--- src/rtl/scu_pkg.sv ---
package scu_pkg;

    // Operation codes presented on op_kind
    typedef enum logic [2:0] {
        OP_ADVANCE = 3'd0,
        OP_PUSH    = 3'd1,
        OP_POP     = 3'd2,
        OP_CALL    = 3'd3,
        OP_RET     = 3'd4,
        OP_SPADD   = 3'd5,
        OP_SPSUB   = 3'd6,
        OP_FRAME   = 3'd7
    } scu_op_e;

    // Sequencer states
    typedef enum logic [1:0] {
        S_IDLE  = 2'd0,
        S_STORE = 2'd1,
        S_LOAD  = 2'd2
    } scu_state_e;

    function automatic logic op_is_store(scu_op_e k);
        return (k == OP_PUSH) || (k == OP_CALL);
    endfunction

    function automatic logic op_is_load(scu_op_e k);
        return (k == OP_POP) || (k == OP_RET);
    endfunction

endpackage

--- src/rtl/scu_addr_gen.sv ---
module scu_addr_gen #(
    parameter int W     = 16,
    parameter int IMM_W = 8,
    parameter int STEP  = 2
) (
    input  logic [W-1:0]     sp,
    input  logic [W-1:0]     pc,
    input  logic [IMM_W-1:0] imm,
    output logic [W-1:0]     sp_down,
    output logic [W-1:0]     sp_up,
    output logic [W-1:0]     sp_plus_imm,
    output logic [W-1:0]     sp_minus_imm,
    output logic [W-1:0]     pc_next
);
    localparam int PAD = W - IMM_W;

    logic [W-1:0] imm_ext;

    // Immediates are unsigned: zero-extend to the register width
    generate
        if (PAD > 0) begin : g_pad
            assign imm_ext = {{PAD{1'b0}}, imm};
        end else begin : g_nopad
            assign imm_ext = imm[W-1:0];
        end
    endgenerate

    always_comb begin
        sp_down      = sp - W'(STEP);
        sp_up        = sp + W'(STEP);
        sp_plus_imm  = sp + imm_ext;
        sp_minus_imm = sp - imm_ext;
        pc_next      = pc + W'(1);
    end
endmodule

--- src/rtl/scu_seq.sv ---
module scu_seq
    import scu_pkg::*;
(
    input  logic       clk,
    input  logic       rst_n,
    input  logic       op_valid,
    input  scu_op_e    op_kind,
    input  logic       mem_ack,
    output logic       accept,
    output logic       finish,
    output logic       busy,
    output logic       mem_req,
    output logic       mem_we,
    output scu_op_e    kind_q
);
    scu_state_e state, nxt;

    // State register and latched operation kind
    always_ff @(posedge clk or negedge rst_n) begin
        if (!rst_n) begin
            state  <= S_IDLE;
            kind_q <= OP_ADVANCE;
        end else begin
            state <= nxt;
            if (accept) begin
                kind_q <= op_kind;
            end
        end
    end

    // Transitions
    always_comb begin
        nxt = state;
        unique case (state)
            S_IDLE: begin
                if (op_valid && op_is_store(op_kind)) begin
                    nxt = S_STORE;              // T_ISSUE_STORE
                end else if (op_valid && op_is_load(op_kind)) begin
                    nxt = S_LOAD;               // T_ISSUE_LOAD
                end
            end
            S_STORE, S_LOAD: begin
                if (mem_ack) begin
                    nxt = S_IDLE;               // T_COMPLETE
                end                             // else T_WAIT
            end
            default: nxt = S_IDLE;
        endcase
    end

    // Outputs
    always_comb begin
        accept  = 1'b0;
        finish  = 1'b0;
        busy    = 1'b0;
        mem_req = 1'b0;
        mem_we  = 1'b0;
        unique case (state)
            S_IDLE: begin
                accept = op_valid;
            end
            S_STORE: begin
                busy    = 1'b1;
                mem_req = 1'b1;
                mem_we  = 1'b1;
                finish  = mem_ack;
            end
            S_LOAD: begin
                busy    = 1'b1;
                mem_req = 1'b1;
                finish  = mem_ack;
            end
            default: begin
                busy = 1'b0;
            end
        endcase
    end
endmodule

--- src/rtl/scu_regs.sv ---
module scu_regs
    import scu_pkg::*;
#(
    parameter int          W      = 16,
    parameter logic [W-1:0] SP_RST = '0,
    parameter logic [W-1:0] PC_RST = '0
) (
    input  logic         clk,
    input  logic         rst_n,
    input  logic         accept,
    input  scu_op_e      op_kind,
    input  logic [W-1:0] op_data,
    input  logic         finish,
    input  scu_op_e      kind_q,
    input  logic [W-1:0] mem_rdata,
    input  logic [W-1:0] sp_down,
    input  logic [W-1:0] sp_up,
    input  logic [W-1:0] sp_plus_imm,
    input  logic [W-1:0] sp_minus_imm,
    input  logic [W-1:0] pc_next,
    output logic [W-1:0] sp,
    output logic [W-1:0] pc,
    output logic [W-1:0] req_addr,
    output logic [W-1:0] req_wdata,
    output logic [W-1:0] pop_data,
    output logic         pop_valid,
    output logic [W-1:0] frame_addr,
    output logic         frame_valid
);
    logic [W-1:0] target_q;

    always_ff @(posedge clk or negedge rst_n) begin
        if (!rst_n) begin
            sp          <= SP_RST;
            pc          <= PC_RST;
            req_addr    <= '0;
            req_wdata   <= '0;
            target_q    <= '0;
            pop_data    <= '0;
            pop_valid   <= 1'b0;
            frame_addr  <= '0;
            frame_valid <= 1'b0;
        end else begin
            pop_valid   <= 1'b0;
            frame_valid <= 1'b0;

            // Issue phase: register-only operations finish here
            if (accept) begin
                unique case (op_kind)
                    OP_ADVANCE: pc <= pc_next;
                    OP_PUSH: begin
                        req_addr  <= sp_down;
                        req_wdata <= op_data;
                    end
                    OP_CALL: begin
                        req_addr  <= sp_down;
                        req_wdata <= pc_next;
                        target_q  <= op_data;
                    end
                    OP_POP, OP_RET: req_addr <= sp;
                    OP_SPADD: sp <= sp_plus_imm;
                    OP_SPSUB: sp <= sp_minus_imm;
                    OP_FRAME: begin
                        frame_addr  <= sp_plus_imm;
                        frame_valid <= 1'b1;
                    end
                    default: ;
                endcase
            end

            // Completion phase: commit SP/PC after the memory access
            if (finish) begin
                unique case (kind_q)
                    OP_PUSH: sp <= req_addr;
                    OP_CALL: begin
                        sp <= req_addr;
                        pc <= target_q;
                    end
                    OP_POP: begin
                        sp        <= sp_up;
                        pop_data  <= mem_rdata;
                        pop_valid <= 1'b1;
                    end
                    OP_RET: begin
                        sp <= sp_up;
                        pc <= mem_rdata;
                    end
                    default: ;
                endcase
            end
        end
    end
endmodule

--- src/rtl/stack_call_unit.sv ---
module stack_call_unit
    import scu_pkg::*;
#(
    parameter int W       = 16,
    parameter int IMM_W   = 8,
    parameter int SP_STEP = 2
) (
    input  logic             clk,
    input  logic             rst_n,
    input  logic             op_valid,
    input  logic [2:0]       op_kind,
    input  logic [W-1:0]     op_data,
    input  logic [IMM_W-1:0] op_imm,
    output logic             busy,
    output logic [W-1:0]     sp_value,
    output logic [W-1:0]     pc_value,
    output logic             pop_valid,
    output logic [W-1:0]     pop_data,
    output logic             frame_valid,
    output logic [W-1:0]     frame_addr,
    output logic             mem_req,
    output logic             mem_we,
    output logic [W-1:0]     mem_addr,
    output logic [W-1:0]     mem_wdata,
    input  logic [W-1:0]     mem_rdata,
    input  logic             mem_ack
);
    scu_op_e      kind_e;
    scu_op_e      kind_q;
    logic         accept;
    logic         finish;
    logic [W-1:0] sp_down, sp_up, sp_plus_imm, sp_minus_imm, pc_next;

    assign kind_e = scu_op_e'(op_kind);

    scu_seq u_seq (
        .clk      (clk),
        .rst_n    (rst_n),
        .op_valid (op_valid),
        .op_kind  (kind_e),
        .mem_ack  (mem_ack),
        .accept   (accept),
        .finish   (finish),
        .busy     (busy),
        .mem_req  (mem_req),
        .mem_we   (mem_we),
        .kind_q   (kind_q)
    );

    scu_addr_gen #(.W(W), .IMM_W(IMM_W), .STEP(SP_STEP)) u_addr (
        .sp           (sp_value),
        .pc           (pc_value),
        .imm          (op_imm),
        .sp_down      (sp_down),
        .sp_up        (sp_up),
        .sp_plus_imm  (sp_plus_imm),
        .sp_minus_imm (sp_minus_imm),
        .pc_next      (pc_next)
    );

    scu_regs #(.W(W)) u_regs (
        .clk          (clk),
        .rst_n        (rst_n),
        .accept       (accept),
        .op_kind      (kind_e),
        .op_data      (op_data),
        .finish       (finish),
        .kind_q       (kind_q),
        .mem_rdata    (mem_rdata),
        .sp_down      (sp_down),
        .sp_up        (sp_up),
        .sp_plus_imm  (sp_plus_imm),
        .sp_minus_imm (sp_minus_imm),
        .pc_next      (pc_next),
        .sp           (sp_value),
        .pc           (pc_value),
        .req_addr     (mem_addr),
        .req_wdata    (mem_wdata),
        .pop_data     (pop_data),
        .pop_valid    (pop_valid),
        .frame_addr   (frame_addr),
        .frame_valid  (frame_valid)
    );
endmodule

--- config.mk ---
export PLATFORM = sky130hd
export DESIGN_NAME = stack_call_unit
export DESIGN_NICKNAME = d
export VERILOG_FILES = /design/src/rtl/scu_pkg.sv /design/src/rtl/scu_addr_gen.sv /design/src/rtl/scu_seq.sv /design/src/rtl/scu_regs.sv /design/src/rtl/stack_call_unit.sv
export SDC_FILE = /design/constraint.sdc
export NUM_CORES = 1
export LEC_CHECK = 0
export BUFFER_PORTS_ARGS = -buffer_cell sky130_fd_sc_hd__buf_2
export CORE_ASPECT_RATIO = 1.75
export CORE_MARGIN = 4
export CORE_UTILIZATION = 37
export DETAILED_ROUTE_END_ITERATION = 8
export HOLD_SLACK_MARGIN = 0.06
export PLACE_DENSITY = 0.58
export RECOVER_POWER = 50
export SYNTH_ARGS = -nofsm -noshare
export SYNTH_HDL_FRONTEND = slang
export SYNTH_SLANG_ARGS = --single-unit
--- constraint.sdc ---
create_clock -name clk -period 3.55 [get_ports clk]
set_input_delay 0.8875 -clock clk [delete_from_list [all_inputs] [get_ports clk]]
set_output_delay 0.8875 -clock clk [all_outputs]
set_load 0.01 [all_outputs]
# == Word level (Yosys, flattened, before mapping) ==
# Index checks and enable logic that the tools add are counted.
# op_classes
mux,22
reduce_logical,19
add_sub_neg,5
n_eq_ne,15
# ops
cell,count
$pmux W16 S2,5
$mux W16,5
$add A16 B1 Y16 const B,1
$add A16 B2 Y16 const B,1
$add A16 B8 Y16,1
$sub A16 B2 Y16 const B,1
$sub A16 B8 Y16,1
$eq A3 B3 Y1 const B,5
$eq A3 B2 Y1 const B,4
$reduce_and A2 Y1,6
$reduce_or A2 Y1,5
$mux W1,8
$eq A3 B1 Y1 const B,2
$mux W2,3
$pmux W2 S2,1
$reduce_bool A2 Y1,2
$logic_not A3 Y1,1
$ne A3 B1 Y1 const B,1
$eq A2 B1 Y1 const B,1
$eq A2 B2 Y1 const B,1
$logic_and A1 B1 Y1,2
$logic_not A2 Y1,1
$logic_or A1 B1 Y1,2
$ne A2 B1 Y1 const B,1
# word_totals
in_bits,47
elab_cells,72
out_inout_bits,101
ff_bits,119

# == Logic depth before layout (Yosys ltp) ==
# Gate-level depths: netlist of the first run.
# depth
ltp_word,6
depth_mapped,9
mapped_depth_nobuf,9

# == Hierarchy ==
# Synthesis of the first run repeated with hierarchy kept, for this count alone.
# hier_totals
cells_unflattened,808
area_unflattened_um2,7661.1
# modules_own_cells
mod,cells_each,seq_area_each_um2,instances,area_per_inst_um2
scu_regs,516,2852.7,1,5567.8
scu_addr_gen,264,0.0,1,1790.5
scu_seq,28,125.1,1,302.8

# == Worst setup path before layout of the first run ==
# Ideal clock, no wire load.
# synth_path
kind,input -> register
from,input op_imm[0]
to,register u_regs.sp[10]
n_path_buf,0
path_slack_ps,698
stages,8
setup_time_ps,126
arrival_time_ps,2726
cell_sequence,ha_1 -> fa_1 -> nor2b_1 -> nor3_1 -> o41ai_4 -> o311ai_1 -> mux2i_1 -> nand3_1
# synth_between
elab_chain_len,5
word_cells_on_any_way,6
# synth_lines
item,line,text
"start, declared",stack_call_unit.sv:13,"input logic [IMM_W-1:0] op_imm,"
$sub A16 B8 Y16 or $add A16 B8 Y16 (tied branches),"scu_addr_gen.sv:32, scu_addr_gen.sv:31",
$pmux W16 S2 *,scu_regs.sv:49,unique case (op_kind)
$mux W16 *,scu_regs.sv:48,if (accept) begin
$pmux W16 S2,scu_regs.sv:73,unique case (kind_q)
$mux W16 *,scu_regs.sv:72,if (finish) begin
"end signal, assigned",scu_regs.sv:74,OP_PUSH: sp <= req_addr;
"end signal, assigned",scu_regs.sv:76,sp <= req_addr;
"end signal, assigned",scu_regs.sv:80,sp <= sp_up;
"end, declared",scu_regs.sv:21,"output logic [W-1:0] sp,"
# Mark *: on every way between the ends. The rest lies on a longest branch, timed or not.
# A chain may end at the register's enable or synchronous reset.

==> summary.txt, run 1 <==
Run status
  • Outcome: finished with violations
  • Failing checks: capacitance limit, slew limit

Detailed routing
  • Drt via density: 5.514
  • Total number of vias: 6,490
  • Iter 0 DRT Violations: between 300 and 400
  • Routed Antenna Nets: 0
  • Routed len/inst: approximately 20 um
  • DRC viols: 0
  • Drt pass-1 iters: 5
  • Overall routed net length: ~23 mm

Cells and area
  • Fill cells: 1,963
  • Area taken by multi-input logic gates: 3929 um^2
  • Sequential Area: between 2000 and 3000 um^2
  • Final std cells w/o fill: between 1,000 and 1,500
  • P&R area growth vs syn: 21.06%
  • Final Net Count: about 1,000
  • # diodes: 0
  • Layout cells sized above 1: 20.83%

Setup path
  • Worst reg2reg path startpoint: u_regs.sp[4]
  • Buf/Inv on CP: 2
  • Slowest cell on the critical path: clkbuf_1
  • Worst Setup SP: rst_n
  • Max Fanout on Critical Path: 40
  • RR Endpoint: u_regs.frame_addr[15]
  • Flop2flop setup slack: 0.88 ns
  • Critical Path Sink: u_regs.target_q[12]
  • Crit-path cells: clkbuf_1 -> clkbuf_2
  • Path length in cells of the critical path: 2
  • Slowest stage delay, CP: 1.30 ns
  • Top delay family on crit path: buffers and inverters
  • Data required time at the worst endpoint: 3.95 ns
  • Arrival @ worst endpoint: 3.20 ns
  • Critical Path Sink Type: async pin
  • Worst r2r path cells: 9
  • Critical path type: input port to async pin
  • Worst setup SP type: input port

Timing
  • Tightest Pin Transition: 1.853 ns
  • Slew margin rel.: -23.52%
  • Final hold violation count: 0
  • Count of final setup violators: 0
  • Period Utilization, post-route: 79.09%
  • Slew Viols, Final: 30
  • Setup tns final: 0 ns
  • Max Fclk: 356.2 MHz
  • Clk_skew: around 0.0072 ns
  • Period minus WS final: 2.808 ns
  • RSZ-0062 raised after global routing: false

Clocking
  • # Post-CTS Setup Buffers: 0
  • # resized after CTS: 0
  • Hold buffer count at CTS: 0
  • Inserted Clock Buffers: 17
  • Worst-path clk slew: roughly 0.060 ns
  • CTS root buf: clkbuf_16
  • CTS tree: yes
  • CTS Sinks: 119
  • Clock latency on the worst-skew pair: ~0.42 ns
  • H-tree levels: 4
  • Max Root-Sink Buffers: 2

Synth
  • Synth Cell Area: 7226 um^2
  • Distinct cells, synth: 67
  • Mean Syn Cell Area: 9.205 um^2
  • Async SR Flop Fraction: 100.0%
  • Syn nets: 856
  • Post-synth EDFFs: 0
  • Sequential share of the synthesized area: about two fifths
  • Post-Synthesis Cells: 785
  • Yosys warnings: 0
  • Flops & latches, synth: between 100 and 150
  • Most used DFF post-synth: dfrtp_1

Placement
  • I/O Buffers: 147
  • Dpl cells: 1,147
  • GPL Wtd Cong: 0.8980
  • DP HPWL: 17.52 mm

Die
  • Starting density of the core: a little under two fifths
  • Die Footprint: ~22,000 um^2
  • Core ar.: 19,200 um^2
  • Die Height: between 150 and 200 um
  • Cell Rows: 67
  • Die W: 113.6 um
  • Top-Level Pins: ~150

GRT
  • Number of global-route vias before repair: around 6,700
  • Antenna violations before repair: 1
  • Remaining Overflow, GRT: 0
  • Global-route wire length before repair: 36.77 mm
  • Largest net degree at the start of global routing: 52
  • GRT Util Overall: 21.64%

Hold path
  • Min-delay worst type: flop to flop

Power and ir drop
  • Leakage power: between 3 and 4 nW
  • Worst vdd ir: between 0.3 and 0.4 mV
  • Pwr dens: between 800 and 900 nW/um^2

Job
  • Max cap viols: 1
==> logic make-up after synthesis <==
family | Yosys count | share of synthesized area (%)
and+or+nand+nor | 263 | 17.70
muxes | 38 | 5.836
xor gates and xnor gates | 59 | 7.152
adders and majority gates | 24 | 4.364
DFF | 119 | 41.21
buffers and inverters | 72 | 4.416
AOI/OAI and AO/OA | 210 | 19.33
==> worst min path at each step <==
stage	start	slack, ns	endpoint	cells after the start
after floorplan	u_seq.state[1]	0.45	u_seq.state[1]	1
after global placement	u_regs.frame_addr[1]	0.46	u_regs.frame_addr[1]	2
after detailed placement	u_regs.req_wdata[13]	0.46	u_regs.req_wdata[13]	1
after CTS	rst_n	0.40	u_regs.sp[13]	1
after global routing	u_seq.state[1]	0.50	u_seq.state[1]	1
final	u_regs.req_wdata[13]	0.47	u_regs.req_wdata[13]	1
==> where the power goes <==
part | internal, mW | total [mW] | switching, mW | leakage (nW)
clock network | 1.20 | 1.82 | 0.623 | 0.295
registers | 1.96 | 2.64 | 0.672 | 1.50
logic | 1.30 | 3.08 | 1.78 | 2.10
==> layer usage <==
metal	GRT usage, %	vias up	routed length [um]
met1	23.01	3115	8323
met2	40.47	236	12660
met5	0	-	7
met4	8.746	2	710
met3	5.020	52	1277
li1	-	3085	-
==> registers in the layout, indices dropped and copies added, names as in the netlist <==
name                flops
u_regs.req_addr        16
u_regs.sp              16
u_regs.pc              16
u_regs.frame_addr      16
u_regs.pop_data        16
u_regs.frame_valid      1
u_seq.state             2
u_regs.req_wdata       16
u_seq.kind_q            3
u_regs.target_q        16
u_regs.pop_valid        1
==> cell usage in the layout (no fill, tap or decap), types with 4 or more instances in the layout <==
cell	netlist	routed
nand2b_1	6	6
inv_1	26	26
bufinv_16	0	4
o21ai_1	36	36
nand3_1	30	30
a21oi_1	27	27
xor2_1	21	21
a21o_1	7	7
and3_1	11	11
a221oi_1	6	6
a22oi_1	18	18
nor3_1	13	13
or2_1	4	4
buf_2	12	104
mux2i_1	5	5
nor2b_1	8	8
o211ai_1	11	11
o21ai_0	50	50
nand2_1	95	95
mux2_1	8	8
dfrtp_1	119	119
nor4_1	6	6
xnor2_1	38	38
ha_1	22	22
clkbuf_16	0	17
nand4_1	5	5
o31ai_1	7	7
and2_1	7	7
mux2_2	25	25
or3_1	7	7
buf_4	1	15
o311a_1	5	5
clkbuf_1	28	47
nor2_1	52	52
a211oi_1	6	6
==> through the flow <==
stage / hold slack [ns] / worst slack (ns) / utilization, % / cell area (um^2) / total power [mW]
2_1_floorplan: 0.4497 / 0.6976 / - / 7226 / 4.560
3_3_place_gp: 0.4565 / 0.3837 / 42.73 / 8203 / 5.760
3_5_place_dp: 0.4607 / 0.3218 / 42.73 / 8203 / 5.817
4_1_cts: 0.4005 / 0.7776 / 45.91 / 8813 / 7.683
5_1_grt: 0.4960 / 0.3314 / 45.56 / 8747 / 8.102
6_report: 0.4698 / 0.7425 / 45.56 / 8747 / 7.542
==> cell type report <==
| class | count | share of cell area [%] |
|---|---|---|
| multi-input cells | 594 | 44.91 |
| clock buffers | 21 | 5.264 |
| repair buffers | 166 | 9.455 |
| clock inverters | 9 | 1.716 |
| inverters | 27 | 1.159 |
| flip-flops and latches | 119 | 34.04 |
| well taps | 241 | 3.447 |
==> synth_stat cells (8+ instances only) <==
| cell | instances | area (um^2) |
|---|---|---|
| dfrtp_1 | 119 | 2978 |
| nand2_1 | 95 | 356.6 |
| nor2_1 | 52 | 195.2 |
| o21ai_0 | 50 | 250.2 |
| xnor2_1 | 38 | 332.8 |
| o21ai_1 | 36 | 180.2 |
| nand3_1 | 30 | 150.1 |
| clkbuf_1 | 28 | 105.1 |
| a21oi_1 | 27 | 135.1 |
| inv_1 | 26 | 97.59 |
| mux2_2 | 25 | 281.5 |
| ha_1 | 22 | 275.3 |
| xor2_1 | 21 | 183.9 |
| a22oi_1 | 18 | 135.1 |
| nor3_1 | 13 | 65.06 |
| buf_2 | 12 | 60.06 |
| and3_1 | 11 | 68.82 |
| o211ai_1 | 11 | 82.58 |
| mux2_1 | 8 | 90.09 |
| nor2b_1 | 8 | 50.05 |
No activity file was read; power rests on OpenSTA's default activity.
==> inputs of run 2 (changes only) <==
Clock period 3.55 ns to 2.85 ns, I/O delays scaled along.
==> summary.txt, run 2 (synthesized netlist as in run 1, its figures left out) <==
Run status
  • Outcome: finished with violations
  • Failing checks: capacitance limit, slew limit

Cells and area
  • Commonest non-fill, non-tap cell in the layout: dfrtp_1
  • Final Net Count: 1,030
  • Final std cells w/o fill: 1,213
  • Commonest cells after routing, fill and taps aside: dfrtp_1, buf_2, nand2_1, nor2_1, o21ai_0
  • # diodes: 0
  • P&R area growth vs syn: 24.76%
  • Layout cells sized above 1: 24.07%

Power and ir drop
  • Leakage power: 4.060 nW
  • Total power: 9.630 mW
  • Worst vdd ir: 0.4526 mV
  • Pwr dens: 1068 nW/um^2

Timing
  • Period minus WS final: 2.583 ns
  • Slew margin rel.: -40.84%
  • Period Utilization, post-route: 90.64%
  • Clk_skew: 0.006283 ns
  • Slew Viols, Final: 35
  • RSZ-0062 raised after global routing: false
  • Setup tns final: 0 ns
  • Tightest Pin Transition: roughly 2.1 ns
  • Final hold violation count: 0
  • Max Fclk: 387.1 MHz
  • Count of final setup violators: 0

Placement
  • DP HPWL: ~18 mm
  • Dpl cells: 1,181
  • GPL Wtd Cong: around 0.9
  • I/O Buffers: 147

Detailed routing
  • Total number of vias: ~6,600
  • Overall routed net length: 23.07 mm
  • Drt pass-1 iters: 5
  • Drt via density: approximately 5.4
  • Routed len/inst: 19.02 um
  • DRC viols: 0
  • Routed Antenna Nets: 0
  • Iter 0 DRT Violations: 290

Clocking
  • Worst-path clk slew: about 0.060 ns
  • Hold buffer count at CTS: 0
  • CTS tree: yes
  • CTS Sinks: 119
  • # Post-CTS Setup Buffers: 0
  • # resized after CTS: 0
  • Max Root-Sink Buffers: 2
  • CTS root buf: clkbuf_16
  • Clock latency on the worst-skew pair: between 0.4 and 0.5 ns
  • H-tree levels: 4
  • Inserted Clock Buffers: 17

Setup path
  • Worst r2r path cells: 8
  • Slowest stage delay, CP: 0.89 ns
  • Worst setup SP type: flop
  • Data required time at the worst endpoint: 3.19 ns
  • Flop2flop setup slack: 0.27 ns
  • Worst reg2reg path startpoint: u_seq.state[0]
  • Arrival @ worst endpoint: 2.93 ns
  • Crit-path cells: inv_1 -> ha_1 -> nand2_1 -> a211oi_1 -> nor3_1 -> o21ai_0 -> o311a_1 -> o211ai_1
  • Max Fanout on Critical Path: 7
  • Critical path type: flop to flop
  • RR Endpoint: u_regs.sp[12]
  • Slowest cell on the critical path: nor3_1
  • Critical Path Sink Type: flop

Die
  • Cell Rows: 67
  • Die W: 113.6 um
  • Die Footprint: about 22,000 um^2
  • Top-Level Pins: about 150
  • Starting density of the core: 37.64%
  • Die Height: between 150 and 200 um
  • Core ar.: 19,200 um^2

Hold path
  • Cells on Worst Hold Path: 1
  • Hold endpoint: u_regs.req_wdata[13]
  • Worst Min Path Start: u_regs.req_wdata[13]
  • Min-delay worst type: flop to flop

GRT
  • Met3 Use GR: 4.205%
  • Grt met2 use: 40.42%
  • Number of global-route vias before repair: 6,757
  • GRT Util Overall: 21.52%
  • Met1 usage: between 20% and 30%
  • Most used routing layer: met2
  • Remaining Overflow, GRT: 0
  • Largest net degree at the start of global routing: 60
  • Antenna violations before repair: 1
  • Global-route wire length before repair: 36.38 mm

Job
  • Max cap viols: 1
[run 2: cell count changes in the layout (fill, tap and decap cells not counted), sizes merged]
cell and change:
bufinv -1, clkbuf -2, buf +36, clkinv -1
inv +1, clkinvlp +3
[run 2: worst max-delay path: cells and delay by family, from the launching register on]
kind | cells | cell delay (ns)
compound gates | 4 | 0.57
fa+ha+maj | 1 | 0.41
buf+inv | 1 | 0.06
flops | 1 | 0.36
simple gates | 2 | 1.09
[run 2: worst max-delay path by stage]
| stage | start | end | slack [ns] | cells after the start |
|---|---|---|---|---|
| floorplan | op_imm[0] | u_regs.sp[10] | 0.17 | 8 |
| global placement | op_imm[0] | u_regs.sp[10] | 0.04 | 10 |
| detailed placement | op_imm[0] | u_regs.sp[10] | -0.03 | 10 |
| CTS | u_seq.state[0] | u_regs.sp[12] | 0.31 | 8 |
| global route | u_seq.state[0] | u_regs.sp[12] | 0.17 | 8 |
| finish | u_seq.state[0] | u_regs.sp[12] | 0.27 | 8 |
[run 2: metrics by stage]
| step | area, um^2 | hold WS [ns] | setup slack (ns) | utilization [%] |
|---|---|---|---|---|
| after floorplan | 7226 | 0.4169 | 0.1726 | - |
| after global placement | 8471 | 0.4520 | 0.04239 | 44.12 |
| after detailed placement | 8471 | 0.4620 | -0.03017 | 44.12 |
| after CTS | 9087 | 0.2535 | 0.3079 | 47.34 |
| after global routing | 9015 | 0.4958 | 0.1741 | 46.96 |
| final | 9015 | 0.4727 | 0.2669 | 46.96 |
[run 2: report_power, final]
group / total [mW] / switching [mW] / leakage [nW] / internal [mW]
sequential: 3.10 / 0.649 / 1.50 / 2.45
combinational: 4.29 / 2.45 / 2.28 / 1.83
clock: 2.24 / 0.801 / 0.288 / 1.44
total: 9.63 / 3.90 / 4.06 / 5.73
[run 2: cell type report]
cell class | instances | area (um^2)
tap | 241 | 301.5
sequential | 119 | 2978
inverter | 27 | 101.3
fill | 1951 | 10180
timing repair buffer | 200 | 1094
multi-input combinational | 594 | 3924
clock inverter | 11 | 146.4
clock buffer | 21 | 470.5
[run 2: per-layer routing]
layer	routed length [um]	vias to the layer above
met2	12820	233
li1	-	3156
met1	8160	3150
met5	7	-
met4	839	2
met3	1239	52
